### config.mk
export PLATFORM = sky130hd
export DESIGN_NAME = dmairq_ctrl
export DESIGN_NICKNAME = d
export VERILOG_FILES = /design/src/rtl/dmairq_pkg.sv /design/src/rtl/dmairq_acct.sv /design/src/rtl/dmairq_status.sv /design/src/rtl/dmairq_ctrl.sv
export SDC_FILE = /design/constraint.sdc
export NUM_CORES = 1
export LEC_CHECK = 0
export ABC_AREA = 0
export BUFFER_PORTS_ARGS = -buffer_cell sky130_fd_sc_hd__buf_2
export CAP_MARGIN = 20
export CORE_MARGIN = 2
export CORE_UTILIZATION = 30
export CTS_BUF_LIST = sky130_fd_sc_hd__clkbuf_4 sky130_fd_sc_hd__clkbuf_8 sky130_fd_sc_hd__clkbuf_16
export DETAILED_ROUTE_END_ITERATION = 6
export SETUP_SLACK_MARGIN = 0.3
export SLEW_MARGIN = 20
export SYNTH_ARGS = -nofsm -noshare
export SYNTH_HDL_FRONTEND = slang
export SYNTH_SLANG_ARGS = --single-unit
### constraint.sdc
create_clock -name clk -period 2.2 [get_ports clk]
set_input_delay 0.44 -clock clk [delete_from_list [all_inputs] [get_ports clk]]
set_output_delay 0.44 -clock clk [all_outputs]
set_load 0.02 [all_outputs]
### src/rtl/dmairq_pkg.sv
package dmairq_pkg;
  localparam int NUM_EVT = 12;
  localparam int BIT_BADACC  = 0;
  localparam int BIT_SRCDONE = 1;
  localparam int BIT_DSTDONE = 2;
  localparam int BIT_SRCWRAP = 4;
  localparam int BIT_DSTWRAP = 5;
  // word index of each register
  localparam logic [2:0] W_STATUS = 3'd0;
  localparam logic [2:0] W_MASK   = 3'd1;
  localparam logic [2:0] W_ENABLE = 3'd2;
  localparam logic [2:0] W_DISABL = 3'd3;
  localparam logic [2:0] W_SRCCNT = 3'd4;
  localparam logic [2:0] W_DSTCNT = 3'd5;
  localparam int NUM_WORDS = 6;
endpackage

### src/rtl/dmairq_acct.sv
module dmairq_acct #(
  parameter int ACC_W = 8
) (
  input  logic             clk,
  input  logic             rst,
  input  logic             inc,
  input  logic             rd_clr,
  output logic [ACC_W-1:0] cnt,
  output logic             wrap
);
  localparam logic [ACC_W-1:0] ONE = ACC_W'(1);

  assign wrap = inc && !rd_clr && (cnt == '1);

  always_ff @(posedge clk) begin
    if (rst)
      cnt <= '0;
    else if (rd_clr)
      cnt <= inc ? ONE : '0;
    else if (inc)
      cnt <= cnt + ONE;
  end
endmodule

### src/rtl/dmairq_status.sv
module dmairq_status #(
  parameter int NEVT = 12
) (
  input  logic            clk,
  input  logic            rst,
  input  logic [NEVT-1:0] set_vec,
  input  logic [NEVT-1:0] w1c_vec,
  input  logic [NEVT-1:0] mclr_vec,
  input  logic [NEVT-1:0] mset_vec,
  output logic [NEVT-1:0] status,
  output logic [NEVT-1:0] mask,
  output logic            irq
);
  logic [NEVT-1:0] st_d;
  logic [NEVT-1:0] mk_d;

  always_comb begin
    st_d = (status & ~w1c_vec) | set_vec;
    mk_d = (mask & ~mclr_vec) | mset_vec;
  end

  always_ff @(posedge clk) begin
    if (rst) begin
      status <= '0;
      mask   <= '1;
      irq    <= 1'b0;
    end else begin
      status <= st_d;
      mask   <= mk_d;
      irq    <= |(st_d & ~mk_d);
    end
  end
endmodule

### src/rtl/dmairq_ctrl.sv
module dmairq_ctrl
  import dmairq_pkg::*;
#(
  parameter int ADDR_W = 8,
  parameter int DATA_W = 32,
  parameter int NEVT   = NUM_EVT,
  parameter int ACC_W  = 8
) (
  input  logic              clk,
  input  logic              rst,
  input  logic              req_i,
  input  logic              we_i,
  input  logic [ADDR_W-1:0] addr_i,
  input  logic [DATA_W-1:0] wdata_i,
  output logic [DATA_W-1:0] rdata_o,
  input  logic [NEVT-1:0]   evt_i,
  output logic              irq_o
);
  localparam int NSIDE = 2;
  localparam int WIDX_W = ADDR_W - 2;

  logic [WIDX_W-1:0] widx;
  logic              aligned, known, bad_acc;
  logic              wr, rd;
  logic [NEVT-1:0]   set_vec, w1c_vec, mclr_vec, mset_vec;
  logic [NEVT-1:0]   status_q, mask_q;
  logic [NSIDE-1:0]  acct_inc, acct_clr, acct_wrap;
  logic [NSIDE-1:0][ACC_W-1:0] acct_cnt;
  logic              unused_hi;

  assign unused_hi = ^wdata_i[DATA_W-1:NEVT];

  assign widx    = addr_i[ADDR_W-1:2];
  assign aligned = (addr_i[1:0] == 2'b00);
  assign known   = aligned && (widx < WIDX_W'(NUM_WORDS));
  assign bad_acc = req_i && !known;
  assign wr      = req_i && we_i && known;
  assign rd      = req_i && !we_i && known;

  assign w1c_vec  = (wr && widx == WIDX_W'(W_STATUS)) ? wdata_i[NEVT-1:0] : '0;
  assign mclr_vec = (wr && widx == WIDX_W'(W_ENABLE)) ? wdata_i[NEVT-1:0] : '0;
  assign mset_vec = (wr && widx == WIDX_W'(W_DISABL)) ? wdata_i[NEVT-1:0] : '0;

  assign acct_inc[0] = evt_i[BIT_SRCDONE];
  assign acct_inc[1] = evt_i[BIT_DSTDONE];
  assign acct_clr[0] = rd && widx == WIDX_W'(W_SRCCNT);
  assign acct_clr[1] = rd && widx == WIDX_W'(W_DSTCNT);

  generate
    for (genvar s = 0; s < NSIDE; s++) begin : g_side
      dmairq_acct #(.ACC_W(ACC_W)) u_acct (
        .clk    (clk),
        .rst    (rst),
        .inc    (acct_inc[s]),
        .rd_clr (acct_clr[s]),
        .cnt    (acct_cnt[s]),
        .wrap   (acct_wrap[s])
      );
    end
  endgenerate

  always_comb begin
    set_vec = evt_i;
    set_vec[BIT_BADACC]  = bad_acc;
    set_vec[BIT_SRCWRAP] = acct_wrap[0];
    set_vec[BIT_DSTWRAP] = acct_wrap[1];
  end

  dmairq_status #(.NEVT(NEVT)) u_status (
    .clk      (clk),
    .rst      (rst),
    .set_vec  (set_vec),
    .w1c_vec  (w1c_vec),
    .mclr_vec (mclr_vec),
    .mset_vec (mset_vec),
    .status   (status_q),
    .mask     (mask_q),
    .irq      (irq_o)
  );

  always_ff @(posedge clk) begin
    if (rst) begin
      rdata_o <= '0;
    end else if (req_i && !we_i) begin
      rdata_o <= '0;
      if (known) begin
        case (widx)
          WIDX_W'(W_STATUS): rdata_o[NEVT-1:0]  <= status_q;
          WIDX_W'(W_MASK):   rdata_o[NEVT-1:0]  <= mask_q;
          WIDX_W'(W_SRCCNT): rdata_o[ACC_W-1:0] <= acct_cnt[0];
          WIDX_W'(W_DSTCNT): rdata_o[ACC_W-1:0] <= acct_cnt[1];
          default:           rdata_o <= '0;
        endcase
      end
    end
  end
endmodule

==> results of run 1 <==
==> per-layer routing <==
layer | GRT usage, % | wire, µm | part of all wire [%]
met5 | 0 | 0 | 0
met4 | 4.43 | 104 | 1.6
met3 | 3.55 | 368 | 5.6
met2 | 21.9 | 3040 | 46
met1 | 17.6 | 3080 | 47
==> per-stage QoR <==
step           std cells  total power [W]  utilization, %
2_1_floorplan        302          0.00118               -
3_3_place_gp         444          0.00124            35.6
3_5_place_dp         444          0.00125            35.6
4_1_cts              454          0.00193            37.5
5_1_grt              457          0.00200            38.5
6_report             457          0.00192            38.5
==> logic make-up after synthesis <==
family          Yosys count
simple gates             96
compound gates           58
flops                    53
buf+inv                  43
mux                      16
xor+xnor                 14
fa+ha+maj                 2
other cells               1
==> placed cells by master, fill, tap and decap left out, drive strengths merged, types with 3 or more instances in the layout <==
cell	n
a21boi	10
a22oi	12
a311o	8
a311oi	8
a41oi	4
buf	74
clkbuf	5
conb	20
dfxtp	53
inv	8
mux2	4
mux2i	4
mux4	8
nand2	8
nand2b	12
nand3	7
nand4	6
nor2	43
nor4	5
nor4b	3
o21ai	3
o22ai	7
xnor2	4
xor2	10
==> cell type report <==
type,count,area share [%]
clock buffers,5,2.05
repair buffers,74,14.1
inverters,8,0.895
clock inverters,3,1.38
flip-flops and latches,53,31.7
well taps,108,4.03
multi-input cells,206,45.8
==> state kept, by name, indices dropped and copies added (netlist names) <==
| register | flops |
|---|---|
| rdata_o | 12 |
| u_status.irq | 1 |
| g_side.u_acct.cnt | 16 |
| u_status.status | 12 |
| u_status.mask | 12 |
==> worst max-delay path: cells and delay by family <==
| family | cells | cell delay, ps |
|---|---|---|
| buf+inv | 3 | 480 |
| simple gates | 3 | 760 |
| compound gates | 3 | 430 |
==> timing repair <==
action / 4_1_cts / 5_1_grt
endpoints found under the setup margin: 1 / 1
buffers inserted: 2 / 3
resized for setup: 10 / 13
pin swaps: 6 / 9
hold buffers: 0 / 0
==> power by group <==
group / total, W / switching, W / internal, W
Combinational: 0.000238 / 0.000142 / 0.0000963
Sequential: 0.00100 / 0.0000194 / 0.000981
Clock: 0.000682 / 0.000341 / 0.000341
==> worst min-delay path by stage <==
stage / end / depth (start not counted) / slack, ps / start
floorplan: u_status.mask[4] / 2 / 460 / u_status.mask[4]
global placement: rdata_o[6] / 2 / 490 / rdata_o[6]
detailed placement: rdata_o[9] / 2 / 500 / rdata_o[9]
CTS: u_status.status[9] / 3 / 380 / evt_i[9]
global route: u_status.status[9] / 3 / 380 / evt_i[9]
finish: u_status.status[7] / 3 / 390 / evt_i[7]
==> summary.md, run 1 <==
| Metric | Value |
|---|---|
| Largest net degree at the start of global routing | 33 |
| Layout fillers | 851 |
| Yosys reg bits | 53 |
| Post-Route WL | 6590 µm |
| Cell count after synthesis | 283 |
| Power per cell area | 572 nW/µm² |
| Synthesized area per cell | 9.58 µm² |
| Final min period | 1920 ps |
| Drt drc | 0 |
| Unrepaired setup endpoints after global routing | true |
| Cells taking the most area after synthesis | dfxtp_1, mux4_2, buf_4 |
| Synth area leader | dfxtp_1 |
| Final Hold Viols | 0 |
| CTS tree | built |
| Nets | 406 |
| Core Rows | 34 |
| DRT Pass-1 Iters | 4 |
| Area of the multi-input gates | 1540 µm² |
| Pre-CTS WS | -154 ps |
| Synth cell types | 44 |
| Worst EP required | 2390 ps |
| Total core area | 8720 µm² |
| Reg-to-reg endpoint | u_status.irq |
| FF/Latch Area | 1060 µm² |
| Final setup margin | 280 ps |
| Leakage power | 1.36 nW |
| Run status | complete, no violations |
| Worst r2r path cells | 8 |
| # IOs | 89 |
| Maximum vdd drop | 0.238 mV |
| CP Cell Sequence | buf_2 -> buf_4 -> nor2_1 -> nand4b_2 -> buf_4 -> o22ai_1 -> a311oi_1 -> nor4_1 -> a31oi_1 |
| Final Cell Area | 3360 µm² |
| Avg WL per Cell | 14.4 µm |
| CTS Buffer Depth | 2 |
| Cell Area, Placed | 3100 µm² |
| Post-synth EDFFs | 0 |
| Setup Skew | 13.8 ps |
| Adder-Cell Fraction of Synth Area | 0.923% |
| Top-count cell post-synth | dfxtp_1 |
| Diode count | 0 |
| Synth Cell Area | 2710 µm² |
| Fin Setup TNS | 0 ps |
| CP Class | in2reg |
| Max incr delay on CP | 370 ps |
| Worst setup EP type | flip-flop |
| Starting Density | 31.1% |
| Total CTS buffers | 5 |
| Top-area cell type share of the netlist area | 39.2% |
| Via/cell ratio | 5.03 |
| Final setup fails | 0 |
| Total gr overflow | 0 |
| Number of H-tree levels | 2 |
| Crit start category | input port |
| Compound-Gate Fraction of Synth Area | 16.9% |
| Worst-Skew Late Latency | 310 ps |
| Min-delay worst type | in2reg |
| Critical Path Most Common Cell | buf_4 |
| Reg2reg setup slack | 330 ps |
| Vias | 2300 |
| Worst path arrival time | 2110 ps |
| Post-Synth Simple-Gate Area | 19.3% |
| Port Buffers | 45 |
| Synth Area in XOR/XNOR | 4.52% |
| Post-synthesis mux area share | 9.79% |
| Area growth, synth to finish | 23.8% |
| Detailed router's first-iteration violation count | 104 |
| Final Max Tran Viols | 0 |
| Most used DFF post-synth | dfxtp_1 |
| Tcrit/Tclk final | 87.3% |
| CTS sink cnt | 53 |
| Most instantiated cells after synthesis | dfxtp_1, nor2_1, buf_4 |
| Yosys warning total | 0 |
| Async S/R FF share, synth | 0% |
| Die Span X | 99.0 µm |
| Root buffer cell | clkbuf_8 |
| Gr usage total | 13.5% |
| Critical path capture point | u_status.irq |
| Clock transition at path regs | 110 ps |
| Height of the die | 99.0 µm |
| Global-route wire length before repair | 10600 µm |
| Routability cong. | 0.805 |
| Worst Hold Slack | 387 ps |
| Antenna violations before repair | 0 |
| Main combinational cell family by area after synthesis | simple AND/OR/NAND/NOR gates |
| Slowest CP cell | nor4_1 |
| Max Freq | 521 MHz |
| Die area | 9810 µm² |
| RR Startpoint | g_side[0].u_acct.cnt[0] |
| Final ANT Viol Nets | 0 |
| Layout cells sized above 1 | 31.8% |
| CP Max Fanout | 8 |
| Number of global-route vias before repair | 2126 |
| Seq/Total Area, Yosys | 39.2% |
| Dpl hpwl | 5040 µm |
| MaxCap Viol Count | 0 |
| CP Launch Point | addr_i[3] |
Note: power is estimated with default switching activity, not from simulation.
==> run 2, diff against run 1 <==
ABC_AREA = 1   (was 0)
==> run 2 against run 1 <==
Clock skew rose by 4.2 ps. Setup slack improved by 260 ps. Synthesized area rose by 4.4%. Core utilization fell by 2.8 points. Clock power rose by 3.2%. Power fell by 2.5%. Synthesized cell count rose by 46%. Design area fell by 2.3%. Worst hold slack got worse by 9.5 ps. Sequential power barely moved. First-iteration DRC count rose by 8.7%. Highest routed layer unchanged.
==> summary.md, run 2 <==
| Metric | Value |
|---|---|
| Port Buffers | 45 (unchanged) |
| Worst EP required | 2420 ps (+30 ps) |
| CTS Buffer Depth | 2 (unchanged) |
| Worst path arrival time | 1880 ps (-230 ps) |
| Reg-to-reg endpoint | u_status.irq |
| MaxCap Viol Count | 0 (unchanged) |
| Number of H-tree levels | 2 (unchanged) |
| Maximum vdd drop | 0.385 mV (+62%) |
| Most used DFF post-synth | dfxtp_1 |
| # IOs | 89 (unchanged) |
| Diode count | 0 (unchanged) |
| Post-synth EDFFs | 0 (unchanged) |
| Worst-Skew Late Latency | 310 ps (about the same) |
| Most instantiated cells after synthesis | nand2_1, dfxtp_1, inv_1 |
| Height of the die | 101 µm (+2.1%) |
| CP Class | in2reg |
| DRT Pass-1 Iters | 5 (+1) |
| Post-synthesis mux area share | 0% (-9.8 points) |
| Core Rows | 35 (+2.9%) |
| Antenna violations before repair | 0 (unchanged) |
| Seq/Total Area, Yosys | 37.5% (-1.6 points) |
| Adder-Cell Fraction of Synth Area | 0.885% (-0.039 points) |
| Min-delay worst type | in2reg |
| Top-area cell type share of the netlist area | 37.5% (-1.6 points) |
| Via/cell ratio | 4.60 (-8.6%) |
| CTS sink cnt | 53 (unchanged) |
| Avg WL per Cell | 12.5 µm (-13%) |
| Synth Cell Area | 2830 µm² (+4.4%) |
| Dpl hpwl | 5470 µm (+8.4%) |
| Yosys warning total | 0 (unchanged) |
| Drt drc | 0 (unchanged) |
| Main combinational cell family by area after synthesis | simple AND/OR/NAND/NOR gates |
| CP Max Fanout | 5 (-3) |
| Post-Synth Simple-Gate Area | 30.8% (+12 points) |
| Cells taking the most area after synthesis | dfxtp_1, nand2_1, a21oi_1 |
| Setup Skew | 18.0 ps (+4.21 ps) |
| Worst Hold Launch | evt_i[10] |
| Routability cong. | 0.851 (+5.8%) |
| Fin Setup TNS | 0 ps (unchanged) |
| Final Hold Viols | 0 (unchanged) |
| Largest net degree at the start of global routing | 25 (-24%) |
| Synth Area in XOR/XNOR | 2.17% (-2.4 points) |
| Synthesized area per cell | 6.85 µm² (-28%) |
| Yosys reg bits | 53 (unchanged) |
| Synth cell types | 26 (-41%) |
| Most frequent cells in the layout | nand2_1, dfxtp_1, inv_1 |
| Final min period | 1660 ps (-260 ps) |
| FF/Latch Area | 1060 µm² (-0.12%) |
| Unrepaired setup endpoints after global routing | false |
| Root buffer cell | clkbuf_8 |
| Layout cells sized above 1 | 17.4% (-14 points) |
| Post-Route WL | 7200 µm (+9.3%) |
| Number of global-route vias before repair | 2559 (+20%) |
| Hold path depth | 3 (unchanged) |
| Total core area | 9200 µm² (+5.5%) |
| Global-route wire length before repair | 11800 µm (+11%) |
| Final setup margin | 541 ps (+260 ps) |
| Synth area leader | dfxtp_1 |
| Run status | complete, no violations |
| Crit start category | input port |
| Power per cell area | 571 nW/µm² (-0.20%) |
| Pre-CTS WS | 199 ps (+353 ps) |
| Cell count after synthesis | 413 (+46%) |
| Nets | 523 (+29%) |
| Layout fillers | 996 (+17%) |
| Async S/R FF share, synth | 0% (unchanged) |
| CTS tree | built |
| Top-count cell post-synth | nand2_1 |
| Compound-Gate Fraction of Synth Area | 14.3% (-2.6 points) |
| Area growth, synth to finish | 15.9% |
| CTS Hold Bufs | 0 (unchanged) |
| Gr usage total | 14.6% (+1.1 points) |
| Starting Density | 30.8% (-0.31 points) |
| Final Max Tran Viols | 0 (unchanged) |
| Reg2reg setup slack | 550 ps (+220 ps) |
| Hold EP | u_status.status[10] |
| Tcrit/Tclk final | 75.4% (-12 points) |
| Final setup fails | 0 (unchanged) |
| Die area | 10200 µm² (+4.2%) |
| Die Span X | 101 µm (+2.1%) |
| Detailed router's first-iteration violation count | 113 (+8.7%) |
| Worst r2r path cells | 13 (+5) |
| Final ANT Viol Nets | 0 (unchanged) |
| Vias | 2655 (+15%) |
| Worst setup EP type | flip-flop |
| Largest Register | g_side.u_acct.cnt |
| Most common cell after layout, fill and taps aside | nand2_1 |
| Total gr overflow | 0 (unchanged) |
| RR Startpoint | g_side[0].u_acct.cnt[1] |
| Max Freq | 603 MHz (+16%) |
| Clock transition at path regs | 110 ps (about the same) |
| Max reg flops | 16 (unchanged) |
| Leakage power | 1.54 nW (+13%) |
| Area of the multi-input gates | 1440 µm² (-6.2%) |
| Total CTS buffers | 5 (unchanged) |
## run 2: cell count changes after synthesis, sizes merged, moves of 6 or more
cell	previous run	this run
a311oi	8	0
mux4	8	0
nand2b	12	0
o211ai	0	8
a21oi	2	44
o21ai	3	9
a21boi	10	1
xor2	10	4
a311o	8	0
nand2	8	117
nand3	7	33
o22ai	7	0
inv	8	48
## run 2: how the worst max path moves through the flow
stage | endpoint | start
finish | u_status.irq | addr_i[7]
global route | u_status.irq | g_side[0].u_acct.cnt[1]
CTS | u_status.irq | g_side[0].u_acct.cnt[0]
detailed placement | u_status.irq | addr_i[4]
global placement | u_status.irq | addr_i[4]
floorplan | u_status.irq | addr_i[7]
## run 2: cells by family after synthesis
| logic type | after synthesis |
|---|---|
| and+or+nand+nor | 199 |
| adders and majority gates | 2 |
| other | 1 |
| DFF | 53 |
| xor gates and xnor gates | 7 |
| AOI/OAI and AO/OA | 71 |
| buffers and inverters | 80 |
## run 2: repair_timing
action | 4_1_cts | 5_1_grt
setup buffers | 0 | 0
gates resized for setup | 0 | 3
setup endpoints to repair | 0 | 1
## run 2: final cells by class
class | count | share of cell area, %
sequential | 53 | 32.4
timing repair buffer | 58 | 10.2
clock buffer | 6 | 2.52
inverter | 48 | 5.49
multi-input combinational | 299 | 44.0
tap | 111 | 4.24
clock inverter | 2 | 1.14
## run 2: routing by layer
metal / global-route usage, % / vias to the layer above / part of all wire, %
li1: - / 1388 / -
met1: 18.2 / 1172 / 44
met2: 25.5 / 82 / 47
met3: 2.64 / 13 / 5.9
met4: 4.68 / 0 / 2.2
met5: 0 / - / 0
## run 2: through the flow
| step | instances | hold WS (ps) | cell area (µm²) | util, % | power (W) |
|---|---|---|---|---|---|
| after global placement | 569 | 452 | 3150 | 34.3 | 0.00119 |
| after detailed placement | 569 | 454 | 3150 | 34.3 | 0.00119 |
| final | 577 | 378 | 3280 | 35.7 | 0.00187 |
| after CTS | 577 | 372 | 3270 | 35.6 | 0.00190 |
| after global routing | 577 | 389 | 3280 | 35.7 | 0.00197 |
| after floorplan | 432 | 446 | 2900 | - | 0.00115 |
## run 2: critical path: stages
cell	delay, ps
buf_2	110
nor2_4	160
nand2_2	100
nor2_2	130
buf_4	140
nand3_1	150
nand3_1	150
nand2_1	70
nand2_1	80
nand2_1	70
nor2_1	100
nand3_1	80
nand2_1	60
inv_1	40
## run 2: power breakdown
part / switching (W) / internal (W)
logic: 0.000123 / 0.0000533
clock network: 0.000333 / 0.000370
registers: 0.0000144 / 0.000979
==> run 3, diff against run 2 <==
clock period = 1.7 ns   (was 2.2 ns; I/O delays follow)
==> run 3 against run 2 <==
Sequential share of layout area down 4.7 points. Clock power increased by 19%. Cell count rose by 7.8%. First-iteration DRC count decreased by 3.5%. Largest power group unchanged. Die area is the same. Core utilization increased by 6.0 points. Combinational power rose by 69%.
==> summary.md, run 3 (same netlist as run 2, synthesis figures left out) <==
| Metric | Value |
|---|---|
| Area of the multi-input gates | 1610 µm² (+12%) |
| Max incr delay on CP | 160 ps (about the same) |
| Non-Filler Instances | 622 (+7.8%) |
| Worst Hold Launch | evt_i[8] |
| Tcrit/Tclk final | 91.0% |
| Via/cell ratio | 4.70 (+2.1%) |
| Diode count | 0 (unchanged) |
| Routability cong. | 0.818 (-4.0%) |
| Avg WL per Cell | 12.8 µm (+2.3%) |
| Final setup fails | 0 (unchanged) |
| Hold path depth | 3 (unchanged) |
| Largest Register | g_side.u_acct.cnt |
| Reg2reg setup slack | 190 ps (-360 ps) |
| Total gr overflow | 0 (unchanged) |
| Placed Instances | 597 (+4.9%) |
| Worst Hold Slack | 290 ps (-87.8 ps) |
| CTS Hold Bufs | 0 (unchanged) |
| CTS sink cnt | 53 (unchanged) |
| Dpl hpwl | 5860 µm (+7.2%) |
| Worst EP required | 1920 ps (-500 ps) |
| Worst setup EP type | flip-flop |
| Area growth, synth to finish | 35.6% |
| Nets | 569 (+8.8%) |
| CP top delay family | simple AND/OR/NAND/NOR gates |
| DRT Pass-1 Iters | 5 (unchanged) |
| WP depth | 15 (+1) |
| Die area | 10200 µm² (unchanged) |
| CP Class | in2reg |
| Drt drc | 0 (unchanged) |
| Gr usage total | 15.7% (+1.1 points) |
| Die Span X | 101 µm (unchanged) |
| Final ANT Viol Nets | 0 (unchanged) |
| Number of H-tree levels | 2 (unchanged) |
| Antenna violations before repair | 0 (unchanged) |
| Hold EP | u_status.status[8] |
| Detailed router's first-iteration violation count | 109 (-3.5%) |
| Most frequent cells in the layout | nand2_1, dfxtp_1, buf_4 |
| Total core area | 9200 µm² (unchanged) |
| Reg-to-reg endpoint | u_status.irq |
| Max Freq | 646 MHz |
| Worst-Skew Late Latency | 310 ps (about the same) |
| Crit start category | input port |
| Worst r2r path cells | 13 (unchanged) |
| Leakage power | 1.82 nW (+18%) |
| Final Max Tran Viols | 0 (unchanged) |
| Critical path buffer and inverter count | 4 (+1) |
| Final Core Density | 41.7% (+6.0 points) |
| Height of the die | 101 µm (unchanged) |
| Largest net degree at the start of global routing | 25 (unchanged) |
| CTS tree | built |
| Critical Path Most Common Cell | nand2_1 |
| Setup Skew | 7.58 ps (-10.4 ps) |
| Final Hold Viols | 0 (unchanged) |
| Worst path arrival time | 1760 ps (-120 ps) |
| Post-Route WL | 7950 µm (+10%) |
| Final min period | 1550 ps |
| RR Startpoint | g_side[0].u_acct.cnt[1] |
| Core Rows | 35 (unchanged) |
| Most common cell after layout, fill and taps aside | nand2_1 |
| Maximum vdd drop | 0.328 mV (-15%) |
| FF/Latch Area | 1060 µm² (+0.12%) |
| Run status | complete, no violations |
| CP Cell Sequence | buf_6 -> nor2_4 -> nand2_4 -> buf_4 -> nor2_4 -> buf_6 -> nand3_1 -> nand3_2 -> nand2_1 -> nand2_1 -> nand2_1 -> nor2_1 -> nand3_1 -> nand2_1 -> inv_1 |
| Vias | 2921 (+10%) |
| Starting Density | 30.8% (unchanged) |
| Max reg flops | 16 (unchanged) |
| Total CTS buffers | 5 (unchanged) |
| MaxCap Viol Count | 0 (unchanged) |
| Root buffer cell | clkbuf_8 |
| Port Buffers | 45 (unchanged) |
| Unrepaired setup endpoints after global routing | true |
| Clock transition at path regs | 90 ps (-20 ps) |
| Min-delay worst type | in2reg |
| Layout fillers | 969 (-2.7%) |
| Final setup margin | 152 ps (-388 ps) |
| Fin Setup TNS | 0 ps (unchanged) |
| Layout cells sized above 1 | 31.3% (+14 points) |
| Power per cell area | 633 nW/µm² (+11%) |
| Global-route wire length before repair | 12700 µm (+7.7%) |
| # IOs | 89 (unchanged) |
| CP Max Fanout | 4 (-1) |
| Pre-CTS WS | -253 ps (-452 ps) |
| Slowest CP cell | nand3_1 |
| CTS Buffer Depth | 2 (unchanged) |
| Number of global-route vias before repair | 2773 (+8.4%) |
==> run 3: tightest hold or removal path, delay by kind of cell <==
family | cells | cell delay, ps
buf+inv | 2 | 150
compound gates | 1 | 60
==> run 3: layer usage <==
metal  wire, µm  global-route usage (%)
met4        190                    4.57
met1       3490                    18.8
met2       3900                    28.4
met3        360                    2.98
met5          0                       0
==> run 3: how the worst max path moves through the flow <==
stage | startpoint | to
floorplan | addr_i[7] | u_status.irq
global placement | addr_i[4] | u_status.irq
detailed placement | addr_i[4] | u_status.irq
CTS | addr_i[6] | u_status.irq
global route | g_side[0].u_acct.cnt[1] | u_status.irq
finish | addr_i[7] | u_status.irq
==> run 3: metrics by stage <==
stage / power (W) / area [µm²]
after detailed placement: 0.00157 / 3380
after global placement: 0.00156 / 3380
after global routing: 0.00253 / 3830
after floorplan: 0.00149 / 2920
after CTS: 0.00242 / 3640
final: 0.00243 / 3830
==> run 3: timing repair <==
action | 4_1_cts | 5_1_grt
setup endpoints to repair | 9 | 29
gates cloned | 1 | 0
setup buffers | 10 | 7
gates resized for setup | 26 | 37
pin swaps | 14 | 29
==> run 3: power breakdown <==
| group | internal, W | switching (W) | leakage, nW |
|---|---|---|---|
| logic | 0.000113 | 0.000185 | 1.33 |
| clock network | 0.000429 | 0.000412 | 0.0540 |
| registers | 0.00127 | 0.0000207 | 0.432 |
==> run 3: cell type report <==
class / count / share of cell area (%)
multi-input cells: 299 / 42.1
clock inverters: 2 / 0.914
repair buffers: 104 / 19.2
inverters: 48 / 4.70
well taps: 111 / 3.62
clock buffers: 5 / 1.79
flip-flops and latches: 53 / 27.7
